`src/rtl/quad_dac_serial_if.sv`:
```
module quad_dac_serial_if #(
  parameter int DW        = 12,
  parameter int AW        = 3,
  parameter int CTRL_ADDR = 7
) (
  input  logic          clk,
  input  logic          rst_n,
  input  logic          sync_n,
  input  logic          sclk,
  input  logic          sdi,
  input  logic          ldac_n,
  input  logic          clr_n,
  input  logic          overtemp,
  output logic          sdo,
  output logic          alarm_n,
  output logic [DW-1:0] dac_a,
  output logic [DW-1:0] dac_b,
  output logic [DW-1:0] dac_c,
  output logic [DW-1:0] dac_d
);
  localparam int NCH = 4;
  localparam int FW  = 1 + AW + DW;
  localparam int CW  = $clog2(FW + 1);
  localparam logic [CW-1:0] FULL = CW'(FW);
  localparam logic [4:0] IDLE = 5'b10011;

  // two-flop sampling of {sync_n, sclk, sdi, ldac_n, clr_n}
  logic [4:0] m1, m2;
  logic       sck_q, clr_q;

  always_ff @(posedge clk or negedge rst_n)
    if (!rst_n) begin
      m1 <= IDLE; m2 <= IDLE; sck_q <= 1'b0; clr_q <= 1'b1;
    end else begin
      m1 <= {sync_n, sclk, sdi, ldac_n, clr_n};
      m2 <= m1; sck_q <= m2[3]; clr_q <= m2[0];
    end

  logic fs_n, sck_rise, sck_fall, ld_lo, clr_lo, clr_fall;
  assign fs_n     = m2[4];
  assign sck_rise = m2[3] & ~sck_q;
  assign sck_fall = ~m2[3] & sck_q;
  assign ld_lo    = ~m2[1];
  assign clr_lo   = ~m2[0];
  assign clr_fall = ~m2[0] & clr_q;

  logic [FW-1:0] shreg, out_sr;
  logic [CW-1:0] cnt;
  logic          done;

  always_ff @(posedge clk or negedge rst_n)
    if (!rst_n) begin
      shreg <= '0; cnt <= '0; done <= 1'b0;
    end else if (fs_n) begin
      cnt <= '0; done <= 1'b0;
    end else begin
      if (sck_rise && cnt < FULL) begin
        shreg <= {shreg[FW-2:0], m2[2]};
        cnt   <= cnt + 1'b1;
      end
      if (sck_fall && cnt == FULL) done <= 1'b1;
    end

  logic          commit, rw;
  logic [AW-1:0] addr;
  logic [DW-1:0] wdata;
  assign commit = sck_fall && !fs_n && cnt == FULL && !done;
  assign rw     = shreg[FW-1];
  assign addr   = shreg[FW-2 -: AW];
  assign wdata  = shreg[DW-1:0];

  logic [NCH-1:0][DW-1:0] in_r, dac_r;
  logic [NCH-1:0]         nf, wr_hit;
  logic [DW-1:0]          ctrl_r, rb_val;

  always_comb begin
    rb_val = '0;
    for (int i = 0; i < NCH; i++) begin
      wr_hit[i] = commit && !rw && addr == AW'(i + 1);
      if (addr == AW'(i + 1)) rb_val = in_r[i];
    end
    if (addr == AW'(CTRL_ADDR)) rb_val = ctrl_r;
  end

  always_ff @(posedge clk or negedge rst_n)
    if (!rst_n) begin
      in_r <= '0; dac_r <= '0; nf <= '0;
    end else if (clr_fall) begin
      in_r <= '0; dac_r <= '0; nf <= '0;
    end else begin
      for (int i = 0; i < NCH; i++) begin
        if (wr_hit[i]) begin
          in_r[i] <= wdata;
          nf[i]   <= 1'b1;
        end else if (ld_lo && !clr_lo && nf[i]) begin
          dac_r[i] <= in_r[i];
          nf[i]    <= 1'b0;
        end
      end
    end

  always_ff @(posedge clk or negedge rst_n)
    if (!rst_n) ctrl_r <= '0;
    else if (commit && !rw && addr == AW'(CTRL_ADDR)) ctrl_r <= wdata;

  always_ff @(posedge clk or negedge rst_n)
    if (!rst_n) out_sr <= '0;
    else if (commit && rw) out_sr <= {{(FW-DW){1'b0}}, rb_val};
    else if (sck_rise && !fs_n && cnt != '0) out_sr <= {out_sr[FW-2:0], 1'b0};

  assign sdo     = out_sr[FW-1];
  assign alarm_n = ~overtemp;
  assign dac_a   = dac_r[0];
  assign dac_b   = dac_r[1];
  assign dac_c   = dac_r[2];
  assign dac_d   = dac_r[3];

  a_r3_idle_no_write: assert property (@(posedge clk) disable iff (!rst_n)
    fs_n && !clr_fall |=> $stable(in_r));
  a_r4_count_bounded: assert property (@(posedge clk) disable iff (!rst_n)
    cnt <= FULL);
  a_r5_hold_while_high: assert property (@(posedge clk) disable iff (!rst_n)
    !ld_lo && !clr_fall |=> $stable(dac_r));
  a_r7_clear_zeroes: assert property (@(posedge clk) disable iff (!rst_n)
    clr_fall |=> (in_r == '0 && dac_r == '0 && nf == '0));
  a_r8_clear_masks_load: assert property (@(posedge clk) disable iff (!rst_n)
    clr_lo && !clr_fall |=> $stable(dac_r));
  a_r10_sdo_on_rise: assert property (@(posedge clk) disable iff (!rst_n)
    !sck_rise && !(commit && rw) |=> $stable(sdo));
endmodule

```
`config.mk`:
```
export PLATFORM = sky130hd
export DESIGN_NAME = quad_dac_serial_if
export DESIGN_NICKNAME = d
export VERILOG_FILES = /design/src/rtl/quad_dac_serial_if.sv
export SDC_FILE = /design/constraint.sdc
export NUM_CORES = 1
export LEC_CHECK = 0
export BUFFER_PORTS_ARGS = -buffer_cell sky130_fd_sc_hd__buf_2
export CORE_MARGIN = 2
export CORE_UTILIZATION = 54
export CTS_CLUSTER_SIZE = 40
export DETAILED_ROUTE_END_ITERATION = 12
export GPL_ROUTABILITY_DRIVEN = 1
export GPL_TIMING_DRIVEN = 0
export PLACE_DENSITY_LB_ADDON = 0.25
export SLEW_MARGIN = 20
export SYNTH_ARGS = -nofsm -noshare
export SYNTH_HDL_FRONTEND = slang
export SYNTH_SLANG_ARGS = --single-unit
```
`constraint.sdc`:
```
create_clock -name clk -period 1.6 [get_ports clk]
set_input_delay 0.08 -clock clk [delete_from_list [all_inputs] [get_ports clk]]
set_output_delay 0.08 -clock clk [all_outputs]
set_load 0.02 [all_outputs]
```
# Word-level counts from Yosys, hierarchy flattened
# Index checks and enable logic that the tools add are counted.
# W data, S select, Z words.
[word_totals] output_inout_bits=50 wordCells=119 regBits=162 in_bits=8
[classes] reduce_logical=43 muxes=34 n_bitwise=9 n_lt_le_gt_ge=1 addsub=1 n_eq_ne=10
[op_table] op="$mux W12" count=17
[op_table] op="$mux W48" count=2
[op_table] op="$mux W16" count=2
[op_table] op="$reduce_bool A2 Y1" count=11
[op_table] op="$logic_and A1 B1 Y1" count=19
[op_table] op="$reduce_bool A3 Y1" count=4
[op_table] op="$mux W1" count=10
[op_table] op="$mux W5" count=2
[op_table] op="$reduce_and A2 Y1" count=5
[op_table] op="$ne A2 B2 Y1 const B" count=4
[op_table] op="$eq A3 B2 Y1 const B" count=2
[op_table] op="$eq A3 B3 Y1 const B" count=2
[op_table] op="$not A1 Y1" count=6
[op_table] op="$add A5 B1 Y5 const B" count=1
[op_table] op="$eq A5 B5 Y1 const B" count=1
[op_table] op="$lt A5 B5 Y1 const B" count=1
[op_table] op="$reduce_bool A5 Y1" count=1
[op_table] op="$mux W4" count=1
[op_table] op="$and A1 B1 Y1" count=3
[op_table] op="$eq A3 B1 Y1 const B" count=1
[op_table] op="$logic_not A1 Y1" count=3

# Logic depth before layout (Yosys ltp)
# Gate-level depths: netlist of the first run.
[logic_depth] ltp_word=9 depth_mapped=9 mapped_depth_nobuf=6

# Worst setup path before layout of the first run
# Ideal clock, no wire load.
[synth_path] path_type="register to register" from="register cnt[0]" to="register out_sr[10]" stages_incl_launch_ff=8 t_required_ns=1.476 synth_period_minus_slack_ns=1.761 setup_ns=0.124 path_slack_ns=-0.161 arrival_ns=1.638 n_path_buf=1 path_cell_list="dfrtp_1 -> inv_1 -> ha_1 -> nor4b_1 -> nor4_4 -> buf_6 -> mux2i_1 -> o21ai_1"
[synth_via] elab_chain_len=5 elab_cells_between_ends=8 classes_between="eq/ne (1); mux (1); reduce/logical (6)"
[synth_lines] element="from (decl)" line_no="48" rtl="logic [CW-1:0] cnt;"
[synth_lines] element="from (signal assigned)" line_no="59" rtl="cnt <= cnt + 1'b1;"
[synth_lines] element="$eq A5 B5 Y1" line_no="67" rtl="assign commit = sck_fall && !fs_n && cnt == FULL && !done;"
[synth_lines] element="$logic_and A1 B1 Y1 (2 in a row)" line_no="67"
[synth_lines] element="$logic_and A1 B1 Y1" line_no="108" rtl="else if (commit && rw) out_sr <= {{(FW-DW){1'b0}}, rb_val};"
[synth_lines] element="$mux W16 / $reduce_bool A2 Y1 (equally long branches)"
[synth_lines] element="to (signal assigned)" line_no="108"
[synth_lines] element="to (signal assigned)" line_no="109" rtl="else if (sck_rise && !fs_n && cnt != '0) out_sr <= {out_sr[FW-2:0], 1'b0};"
[synth_lines] element="to (decl)" line_no="47" rtl="logic [FW-1:0] shreg, out_sr;"
# Several ways; a longest one is shown, not always the timed one.
# A chain may end at the register's enable or synchronous reset.

# Worst setup path in the final report of the first run
[layout_path] from="register shreg[14]" to="register in_r[2] (netlist name)"
[layout_via] elab_chain_len=3
[layout_lines] element="from (decl)" line_no="47"
[layout_lines] element="from (signal assigned)" line_no="58" rtl="shreg <= {shreg[FW-2:0], m2[2]};"
[layout_lines] element="$eq A3 B1 Y1" line_no="79" rtl="wr_hit[i] = commit && !rw && addr == AW'(i + 1);"
[layout_lines] element="$logic_and A1 B1 Y1" line_no="79"
[layout_lines] element="$reduce_bool A2 Y1 (no source line)"
[layout_lines] element="to (signal, indexed assignment)" line_no="93" rtl="in_r[i] <= wdata;"
[layout_lines] element="to (decl)" line_no="72" rtl="logic [NCH-1:0][DW-1:0] in_r, dac_r;"
# No other way between the ends.

==> results.py, run 1 <==
metrics = {
    "route": {
        "dr.pass1.iters": 5,
        "ant_nets": 0,
        "wire_per_inst_um": 19.8,
        "wl_mm": 19.4,
        "via_per_inst": 5.90,
        "num_vias": 5768,
        "drc_errors": 0,
        "drt_iter0_drc": 510,
    },
    "floorplan": {
        "die-height_um": 119,
        "dieArea_mm2": 0.0142,
        "placementRows": 42,
        "die_width_um": 119,
        "coreArea_mm2": 0.0131,
        "start_util_pct": 54.6,
        "io_pins": 58,
    },
    "yosys": {
        "synthFlopType": "dfrtp_1",
        "avgSynthCellArea_um2": 10.7,
        "ys_types": 45,
        "synth.yosys.seq_area_share_pct": 56.9,
        "synth_top_area_cell": "dfrtp_1",
        "synth-edff-count": 0,
        "synth-warning-count": 0,
        "ys_ff_latch": 162,
        "syn_area_mm2": 0.00714,
        "syn_nets": 678,
        "syn_inst": 668,
        "synth_top_area_share_pct": 54.3,
        "synthArstFlopShare_pct": 100,
        "synth_area_leaders": "dfrtp_1 (54%), nand2_1 (9.1%), mux2_2 (4.4%)",
    },
    "placed_design": {
        "io_buffers": 57,
        "pre_cts_slack_ns": -0.450,
        "dp_hpwl_mm": 11.7,
        "routabilityCongestion": 0.868,
        "dp.cells": 902,
    },
    "setup_path": {
        "cp_slowest_cell": "nor2_2",
        "critPathKind": "reg2reg",
        "reg2reg_to": "in_r[2]",
        "reg2reg_slack_ns": -0.29,
        "end_kind": "flip-flop",
        "crit_fanout": 8,
        "path_cells": "clkbuf_1 > nor2_2 > and4_1 > buf_6 > buf_6 > nand2_1 > a21oi_1",
        "rr_worst_depth": 7,
        "cp-endpoint": "in_r[2]",
        "critPathLaunchType": "flip-flop",
        "cpPeakStageDelay_ns": 0.43,
        "crit_start": "shreg[14]",
        "cp_common_cell": "buf_6",
        "worst_r2r_startpoint": "shreg[14]",
        "worstPathArrival_ns": 2.24,
        "crit_required_ns": 1.95,
    },
    "sta": {
        "setup_ws_ns": -0.288,
        "min_period_ns": 1.89,
        "fin_crit_sh_pct": 118,
        "clock_skew_ns": 0.00777,
        "max_slew_margin_pct": 56.4,
        "hold-worst-slack_ns": 0.166,
        "max_freq_mhz": 530,
        "finalSetupViolCount": 120,
        "worst_slew_pin_slew_ns": 0.653,
        "hold_violations": 0,
        "rsz0062_at_grt": "true",
        "drv_slew": 0,
    },
    "cts": {
        "cts.path.max_buffers": 2,
        "clockRootBuffer": "clkbuf_16",
        "clk_pin_slew_worst_paths_ns": 0.06,
        "tritoncts": "done",
        "clk_latency_ns": 0.43,
        "cts_sinks": 162,
        "cts_max_level": 4,
        "cts_buffers": 17,
    },
    "cells_and_area": {
        "nets": 798,
        "antenna_cells": 0,
        "fin_util_pct": 72.5,
        "fill_cells": 872,
        "syn2layout_area_growth_pct": 32.8,
        "fin_cells": 977,
        "drive_above_1_share_pct": 40.0,
    },
    "global_routing": {
        "met3_usage_pct": 4.89,
        "grt_max_degree": 104,
        "grt.met1_usage_pct": 36.8,
        "grt_overflow": 0,
        "grt_pass1_vias": 5584,
        "grt_use_total_pct": 27.0,
        "antenna_found_initial": 0,
        "met2_usage_pct": 42.6,
        "grt_pass1_wl_mm": 29.3,
        "busiest_layer": "met2",
    },
    "pwr": {
        "irDropWorstVdd_mv": 0.978,
        "power_density_mw_per_mm2": 961,
        "p_leak_uw": 0.00447,
    },
    "flow_run": {
        "maxCapViolCount": 0,
    },
    "run_status": {
        "violations": "setup timing",
        "status": "finished with violations",
    },
    "worst_hold_path": {
        "hold_class": "in2async",
    },
}
## layer usage
layer / up-vias / routed length (µm)
li1: 2571 / -
met2: 221 / 9710
met4: 0 / 531
met1: 2930 / 8080
met5: - / 0
met3: 46 / 1050
## area by class of cell
| class | count | area (µm²) | share of cell area (%) |
|---|---|---|---|
| inverters | 18 | 67.6 | 0.712 |
| clock inverters | 14 | 165 | 1.74 |
| plain buffers | 51 | 469 | 4.95 |
| well taps | 176 | 220 | 2.32 |
| repair buffers | 103 | 818 | 8.63 |
| multi-input cells | 435 | 3250 | 34.3 |
| flip-flops and latches | 162 | 4060 | 42.8 |
| clock buffers | 18 | 429 | 4.52 |
## flip-flops by register name, indices dropped and copies added (netlist names)
register / cells
dac_b: 12
m1: 5
dac_a: 12
clr_q: 1
dac_c: 12
shreg: 16
ctrl_r: 12
m2: 5
in_r: 48
nf: 4
dac_d: 12
sck_q: 1
out_sr: 16
done: 1
cnt: 5
## cells in the mapped netlist (2+ instances only)
cell,instances
mux2_1,10
dfrtp_1,155
inv_1,17
buf_6,8
o22ai_1,36
o2bb2ai_1,12
nand2b_1,3
nor2b_1,4
or3_1,11
dfstp_2,7
and2_1,6
a221oi_1,24
nand3_1,2
clkbuf_1,24
nand4_2,4
buf_2,16
buf_4,5
mux2_2,28
o21ai_0,6
nor4_4,2
nor4b_1,2
a21oi_1,41
o21ai_1,8
xor2_1,2
nand2_1,174
mux2i_1,27
nor2_1,13
ha_1,2
and4_1,3
## metrics by stage
| stage | cell area [µm²] | total power, µW | setup TNS (ns) |
|---|---|---|---|
| 3_3_place_gp | 7810 | 4920 | -323.24 |
| 5_1_grt | 9490 | 9380 | -30.91 |
| 6_report | 9490 | 9120 | -23.82 |
| 2_1_floorplan | 7310 | 4660 | -4.99 |
| 3_5_place_dp | 7850 | 4940 | -37.98 |
| 4_1_cts | 9040 | 9070 | -16.79 |
## kinds of logic (layout without fill, tap and decap cells)
family / Yosys count / count (layout) / synth area share, %
AOI/OAI and AO/OA: 129 / 129 / 11.6
adders and majority gates: 2 / 2 / 0.350
DFF: 162 / 162 / 56.9
muxes: 65 / 65 / 9.78
buffers and inverters: 71 / 204 / 5.12
and+or+nand+nor: 236 / 236 / 15.9
xor gates and xnor gates: 3 / 3 / 0.368
## worst max-delay path, delay by kind of cell (launching register included)
| family | cells | cell delay (ns) |
|---|---|---|
| buffers and inverters | 3 | 0.49 |
| AO/OA/AOI/OAI | 1 | 0.16 |
| AND/OR/NAND/NOR | 3 | 0.80 |
| flip-flops | 1 | 0.37 |
## worst min path at each step
stage               cells past startpoint       end   from  slack [ns]
global route                            2  dac_b[3]  rst_n        0.20
CTS                                     2  dac_b[1]  rst_n        0.18
finish                                  2  dac_b[2]  rst_n        0.17
detailed placement                      1  dac_b[0]  rst_n        0.04
floorplan                               0    cnt[0]  rst_n       -0.22
global placement                        1     m1[0]  clr_n        0.19
## power breakdown
part / switching (µW) / total [µW] / internal (µW)
clock: 1680 / 4120 / 2440
sequential: 321 / 4540 / 4210
combinational: 245 / 459 / 215
total: 2250 / 9120 / 6870
## cell usage in the layout, fill, tap and decap left out, types with 4 or more instances in the layout
cell type	count
a21oi_1	15
a21oi_2	26
a221oi_1	17
a221oi_2	7
buf_2	57
buf_4	28
buf_6	23
buf_8	12
clkbuf_1	5
clkbuf_16	20
clkbuf_2	13
clkinv_2	4
clkinvlp_4	5
dfrtp_1	154
dfstp_2	7
dlygate4sd3_1	6
inv_1	15
mux2_2	20
mux2_4	18
mux2i_1	27
nand2_1	155
nand2_2	13
nand2_4	6
nand4_4	4
nor2_1	11
o21ai_1	10
o22ai_1	20
o22ai_2	16
o2bb2ai_1	11
or3_1	10
## timing repair
action / CTS / global route
cloned: 5 / 3
gates resized for setup: 90 / 86
endpoints found under the hold margin: 64 / 0
endpoints found under the setup margin: 143 / 129
pin swaps: 22 / 24
hold buffers: 6 / 0
buffers inserted: 24 / 7
Power figures use the tool's default switching activity.
==> run 2: changes to the inputs <==
--- a/config.mk
+++ b/config.mk
@@ -11,7 +11,6 @@
 export CTS_CLUSTER_SIZE = 40
 export DETAILED_ROUTE_END_ITERATION = 12
 export GPL_ROUTABILITY_DRIVEN = 1
-export GPL_TIMING_DRIVEN = 0
 export PLACE_DENSITY_LB_ADDON = 0.25
 export SLEW_MARGIN = 20
 export SYNTH_ARGS = -nofsm -noshare
==> results.py, run 2 (synthesis gave the netlist of run 1 again) <==
metrics = {
    "setup_path": {
        "crit_required_ns": 1.97,
        "critPathKind": "reg2reg",
        "worstPathArrival_ns": 2.11,
        "crit_fanout": 6,
        "reg2reg_to": "in_r[41]",
        "end_kind": "flip-flop",
        "critPathLaunchType": "flip-flop",
        "path_cells": "inv_2 > ha_4 > and4bb_2 > buf_6 > and4_4 > clkbuf_16 > nand2_2 > a21oi_2",
        "cp_slowest_cell": "dfrtp_1",
        "reg2reg_slack_ns": -0.14,
        "worst_r2r_startpoint": "cnt[1]",
        "path_buf_inv": 3,
        "cpPeakStageDelay_ns": 0.39,
        "cpLargestDelayFamily": "simple AND/OR/NAND/NOR gates",
        "rr_worst_depth": 8,
    },
    "cts": {
        "tritoncts": "done",
        "clk_pin_slew_worst_paths_ns": 0.06,
        "cts_sinks": 162,
        "clockRootBuffer": "clkbuf_16",
        "clk_latency_ns": 0.44,
        "cts_buffers": 17,
        "cts.path.max_buffers": 2,
        "cts_max_level": 4,
    },
    "route": {
        "wire_per_inst_um": 20.8,
        "ant_nets": 0,
        "num_vias": 5773,
        "drt_iter0_drc": 594,
        "drc_errors": 0,
        "wl_mm": 20.0,
        "dr.pass1.iters": 7,
        "via_per_inst": 5.99,
    },
    "flow_run": {
        "maxCapViolCount": 0,
    },
    "global_routing": {
        "met2_usage_pct": 43.5,
        "grt_overflow": 0,
        "grt_max_degree": 61,
        "grt_pass1_wl_mm": 29.4,
        "grt_pass1_vias": 5493,
        "grt_use_total_pct": 27.2,
        "grt.met1_usage_pct": 36.4,
        "busiest_layer": "met2",
        "antenna_found_initial": 0,
        "met3_usage_pct": 6.56,
    },
    "floorplan": {
        "placementRows": 42,
        "io_pins": 58,
        "coreArea_mm2": 0.0131,
        "dieArea_mm2": 0.0142,
        "start_util_pct": 54.6,
        "die_width_um": 119,
        "die-height_um": 119,
    },
    "cells_and_area": {
        "fin_area_mm2": 0.00958,
        "final_common_cell": "nand2_1",
        "reg_top3": "in_r (48), out_sr (16), shreg (16)",
        "drive_above_1_share_pct": 38.1,
        "regMostFlops": "in_r",
        "nets": 786,
        "syn2layout_area_growth_pct": 34.2,
        "largest_register_ff_count": 48,
        "antenna_cells": 0,
        "most-common-layout-cells": "nand2_1 (163), dfrtp_1 (154), buf_2 (56)",
    },
    "sta": {
        "worst_slew_pin_slew_ns": 0.445,
        "fin_crit_sh_pct": 109,
        "drv_slew": 0,
        "max_slew_margin_pct": 70.3,
        "clock_skew_ns": 0.0182,
        "hold_violations": 0,
        "setup_ws_ns": -0.143,
        "rsz0062_at_grt": "true",
        "max_freq_mhz": 574,
        "min_period_ns": 1.74,
        "finalSetupViolCount": 126,
    },
    "run_status": {
        "status": "finished with violations",
        "violations": "setup timing",
    },
    "pwr": {
        "sw_frac_of_total_pct": 23.2,
        "irDropWorstVdd_mv": 0.855,
        "pwr-share-seq_pct": 47.5,
        "intPower_uw": 7330,
        "clockPowerShare_pct": 47.3,
        "power.switching_uw": 2210,
        "p_leak_uw": 0.00447,
        "power_density_mw_per_mm2": 996,
        "power_frac_comb_pct": 5.2,
    },
    "placed_design": {
        "dp_hpwl_mm": 11.4,
        "routabilityCongestion": 0.854,
        "pre_cts_slack_ns": -0.160,
        "io_buffers": 57,
        "dpl-instance-area_mm2": 0.00811,
    },
    "worst_hold_path": {
        "hold_class": "in2async",
    },
}
run 2: changes by cell type in the layout (fill, tap and decap cells not counted), sizes merged:
cell,previous run,this run
clkinv,6,5
nand3b,2,3
clkbuf,41,28
clkinvlp,5,1
bufinv,3,5
buf,125,123
and2,7,10
nand3,3,4
run 2: stage by stage:
stage | TNS (ns) | hold slack, ns | std cells | power, µW | utilization [%]
finish | -9.66 | 0.0880 | 964 | 9540 | 73.2
global route | -19.70 | 0.104 | 964 | 9810 | 73.2
CTS | -5.66 | 0.0876 | 951 | 9480 | 69.2
detailed placement | -7.89 | -0.0235 | 905 | 4990 | 62.0
global placement | -2.66 | -0.0266 | 905 | 4970 | 62.0
floorplan | -4.99 | -0.216 | 668 | 4660 | -
run 2: area by class of cell:
class	count	area [µm²]
clock buffer	20	467
clock inverter	11	183
fill	849	3500
inverter	18	67.6
multi-input combinational	440	3260
sequential	162	4060
tap	176	220
timing repair buffer	137	1320
run 2: metal layers:
metal / up-vias / share of wire [%]
met4: 0 / 2.8
met1: 2914 / 41
met5: - / 0
met2: 259 / 49
li1: 2546 / -
met3: 54 / 7.3
run 2: worst max path at each step:
stage	from	end	slack [ns]	cells past startpoint
2_1_floorplan	cnt[0]	out_sr[10]	-0.11	7
6_report	cnt[1]	in_r[41]	-0.14	8
5_1_grt	cnt[1]	in_r[41]	-0.22	8
3_3_place_gp	cnt[1]	dac_b[8]	-0.07	7
4_1_cts	cnt[1]	dac_b[3]	-0.10	7
3_5_place_dp	cnt[1]	dac_b[5]	-0.16	7
run 2: power groups by stage:
stage,clock network (µW),registers (µW),logic (µW)
floorplan,0,4430,236
global placement,0,4570,406
detailed placement,0,4570,423
CTS,4530,4490,459
global route,4730,4540,532
finish,4520,4530,494
run 2: worst register-to-register path, stage by stage (launching register included):
cell and delay [ns]:
dfrtp_1 0.39, inv_2 0.08, ha_4 0.12, and4bb_2 0.26
buf_6 0.15, and4_4 0.29, clkbuf_16 0.18, nand2_2 0.06
a21oi_2 0.14
run 2: timing repair:
action / in CTS / in global routing
setup endpoints to repair: 121 / 135
endpoints found under the hold margin: 167 / 0
pin swaps: 8 / 13
resized for setup: 37 / 71
buffers inserted: 3 / 4
gates cloned: 6 / 9
hold buffers: 6 / 0
==> run 3: changes to the inputs <==
--- a/config.mk
+++ b/config.mk
@@ -7,7 +7,7 @@
 export LEC_CHECK = 0
 export BUFFER_PORTS_ARGS = -buffer_cell sky130_fd_sc_hd__buf_2
 export CORE_MARGIN = 2
-export CORE_UTILIZATION = 54
+export CORE_UTILIZATION = 55
 export CTS_CLUSTER_SIZE = 40
 export DETAILED_ROUTE_END_ITERATION = 12
 export GPL_ROUTABILITY_DRIVEN = 1
==> constraint.sdc (replaced) <==
create_clock -name clk -period 1.65 [get_ports clk]
set_input_delay 0.0825 -clock clk [delete_from_list [all_inputs] [get_ports clk]]
set_output_delay 0.0825 -clock clk [all_outputs]
set_load 0.02 [all_outputs]
==> results.py, run 3 (synthesis gave the netlist of run 1 again) <==
metrics = {
    "cts": {
        "clk_pin_slew_worst_paths_ns": 0.06,
        "cts_sinks": 162,
        "clk_latency_ns": 0.43,
        "cts.path.max_buffers": 2,
        "tritoncts": "done",
        "clockRootBuffer": "clkbuf_16",
        "cts_buffers": 17,
        "cts_max_level": 4,
    },
    "placed_design": {
        "routabilityCongestion": 0.829,
        "dpl-instance-area_mm2": 0.00801,
        "io_buffers": 57,
        "dp.cells": 897,
        "dp_hpwl_mm": 11.8,
    },
    "sta": {
        "drv_slew": 0,
        "finalSetupViolCount": 110,
        "clock_skew_ns": 0.00853,
        "fin_crit_sh_pct": 109,
        "tns_ns": -4.47,
        "worst_slew_pin_slew_ns": 0.602,
        "hold_violations": 0,
        "hold-worst-slack_ns": 0.0881,
        "min_period_ns": 1.80,
        "rsz0062_at_grt": "true",
        "max_freq_mhz": 554,
        "setup_ws_ns": -0.154,
        "max_slew_margin_pct": 59.9,
    },
    "route": {
        "via_per_inst": 6.19,
        "wire_per_inst_um": 21.6,
        "ant_nets": 0,
        "num_vias": 5928,
        "dr.pass1.iters": 5,
        "drc_errors": 0,
        "wl_mm": 20.7,
        "drt_iter0_drc": 530,
    },
    "pwr": {
        "irDropWorstVdd_mv": 0.757,
        "p_leak_uw": 0.00435,
        "power_density_mw_per_mm2": 942,
        "p_total_uw": 8920,
    },
    "cells_and_area": {
        "fin_area_mm2": 0.00946,
        "drive_above_1_share_pct": 40.5,
        "largest_register_ff_count": 48,
        "nets": 782,
        "most-common-layout-cells": "nand2_1 (153), dfrtp_1 (153), buf_2 (56)",
        "antenna_cells": 0,
        "regMostFlops": "in_r",
        "syn2layout_area_growth_pct": 32.5,
        "reg_top3": "in_r (48), out_sr (16), shreg (16)",
        "fin_cells": 957,
    },
    "setup_path": {
        "cpPeakStageDelay_ns": 0.39,
        "critPathKind": "reg2reg",
        "end_kind": "flip-flop",
        "crit_fanout": 7,
        "path_cells": "inv_2 > ha_4 > and4bb_2 > buf_6 > and4_4 > clkbuf_16 > nand2_2 > a21oi_1",
        "worstPathArrival_ns": 2.15,
        "critPathLaunchType": "flip-flop",
        "crit_required_ns": 1.99,
        "cp_slowest_cell": "dfrtp_1",
    },
    "floorplan": {
        "placementRows": 41,
        "coreArea_mm2": 0.0127,
        "dieArea_mm2": 0.0139,
        "io_pins": 58,
        "start_util_pct": 56.4,
        "die-height_um": 118,
        "die_width_um": 118,
    },
    "global_routing": {
        "grt_overflow": 0,
        "grt_max_degree": 58,
        "grt_pass1_wl_mm": 29.5,
        "grt_use_total_pct": 27.0,
        "antenna_found_initial": 0,
        "grt_pass1_vias": 5832,
    },
    "flow_run": {
        "maxCapViolCount": 0,
    },
    "run_status": {
        "status": "finished with violations",
        "violations": "setup timing",
    },
    "worst_hold_path": {
        "hold_class": "in2async",
    },
}
## run 3: cell types whose count changed in the layout (fill, tap and decap cells not counted), moves of 8 or more
cell,before,now
a221oi_2,0,10
o22ai_2,23,8
a21oi_2,19,30
mux2_4,18,10
mux2_2,20,28
nand2_1,163,153
a221oi_1,24,12
a21oi_1,20,11
nand2_2,6,19
o22ai_1,11,24
## run 3: layout make-up
| cell class | count | area, µm² |
|---|---|---|
| clock buffer | 21 | 460 |
| tap | 172 | 215 |
| timing repair buffer | 135 | 1220 |
| inverter | 18 | 71.3 |
| clock inverter | 11 | 138 |
| fill | 781 | 3210 |
| sequential | 162 | 4070 |
| multi-input combinational | 438 | 3290 |
## run 3: where the power goes
group	switching, µW	leakage, µW	internal, µW	total (µW)
sequential	347	0.00221	4090	4430
clock	1580	0.000289	2440	4020
combinational	244	0.00185	215	459
## run 3: per-stage QoR
step / setup slack, ns / utilization [%]
2_1_floorplan: -0.0696 / -
4_1_cts: -0.0651 / 69.9
3_5_place_dp: -0.124 / 63.2
6_report: -0.154 / 74.7
5_1_grt: -0.222 / 74.7
3_3_place_gp: -0.0465 / 63.2
## run 3: final timing paths
check | start | to | slack, ns | depth (start not counted)
max | cnt[1] | in_r[29] | -0.15 | 8
min | rst_n | dac_b[9] | 0.09 | 2
min in group clk | sclk | m1[3] | 0.30 | 2
max reg2reg | cnt[1] | in_r[29] | -0.15 | 8
max in group asynchronous | rst_n | m2[4] | 0.93 | 3
min reg2reg | m1[2] | m2[2] | 0.35 | 0
## run 3: critical path: cells and delay by family, from the launching register on
family                   cells  cell delay (ns)
flip-flops                   1             0.39
buffers and inverters        3             0.39
AO/OA/AOI/OAI                1             0.18
adder cells (fa/ha/maj)      1             0.12
AND/OR/NAND/NOR              3             0.63
## run 3: per-layer routing
layer  wire [µm]  up-vias  share of wire [%]  global-route usage (%)
li1            -     2539                  -                       -
met1        8040     2975                 39                    34.7
met2       10200      336                 49                    43.3
met3        1670       78                8.1                    7.32
met4         809        0                3.9                    11.3
met5           0        -                  0                       0
## run 3: repair_timing
action,CTS,global route
endpoints found under the setup margin,105,124
buffers inserted,4,6
hold buffers,6,0
resized for setup,34,102
gates cloned,4,9
pin swaps,9,43
endpoints found under the hold margin,160,0
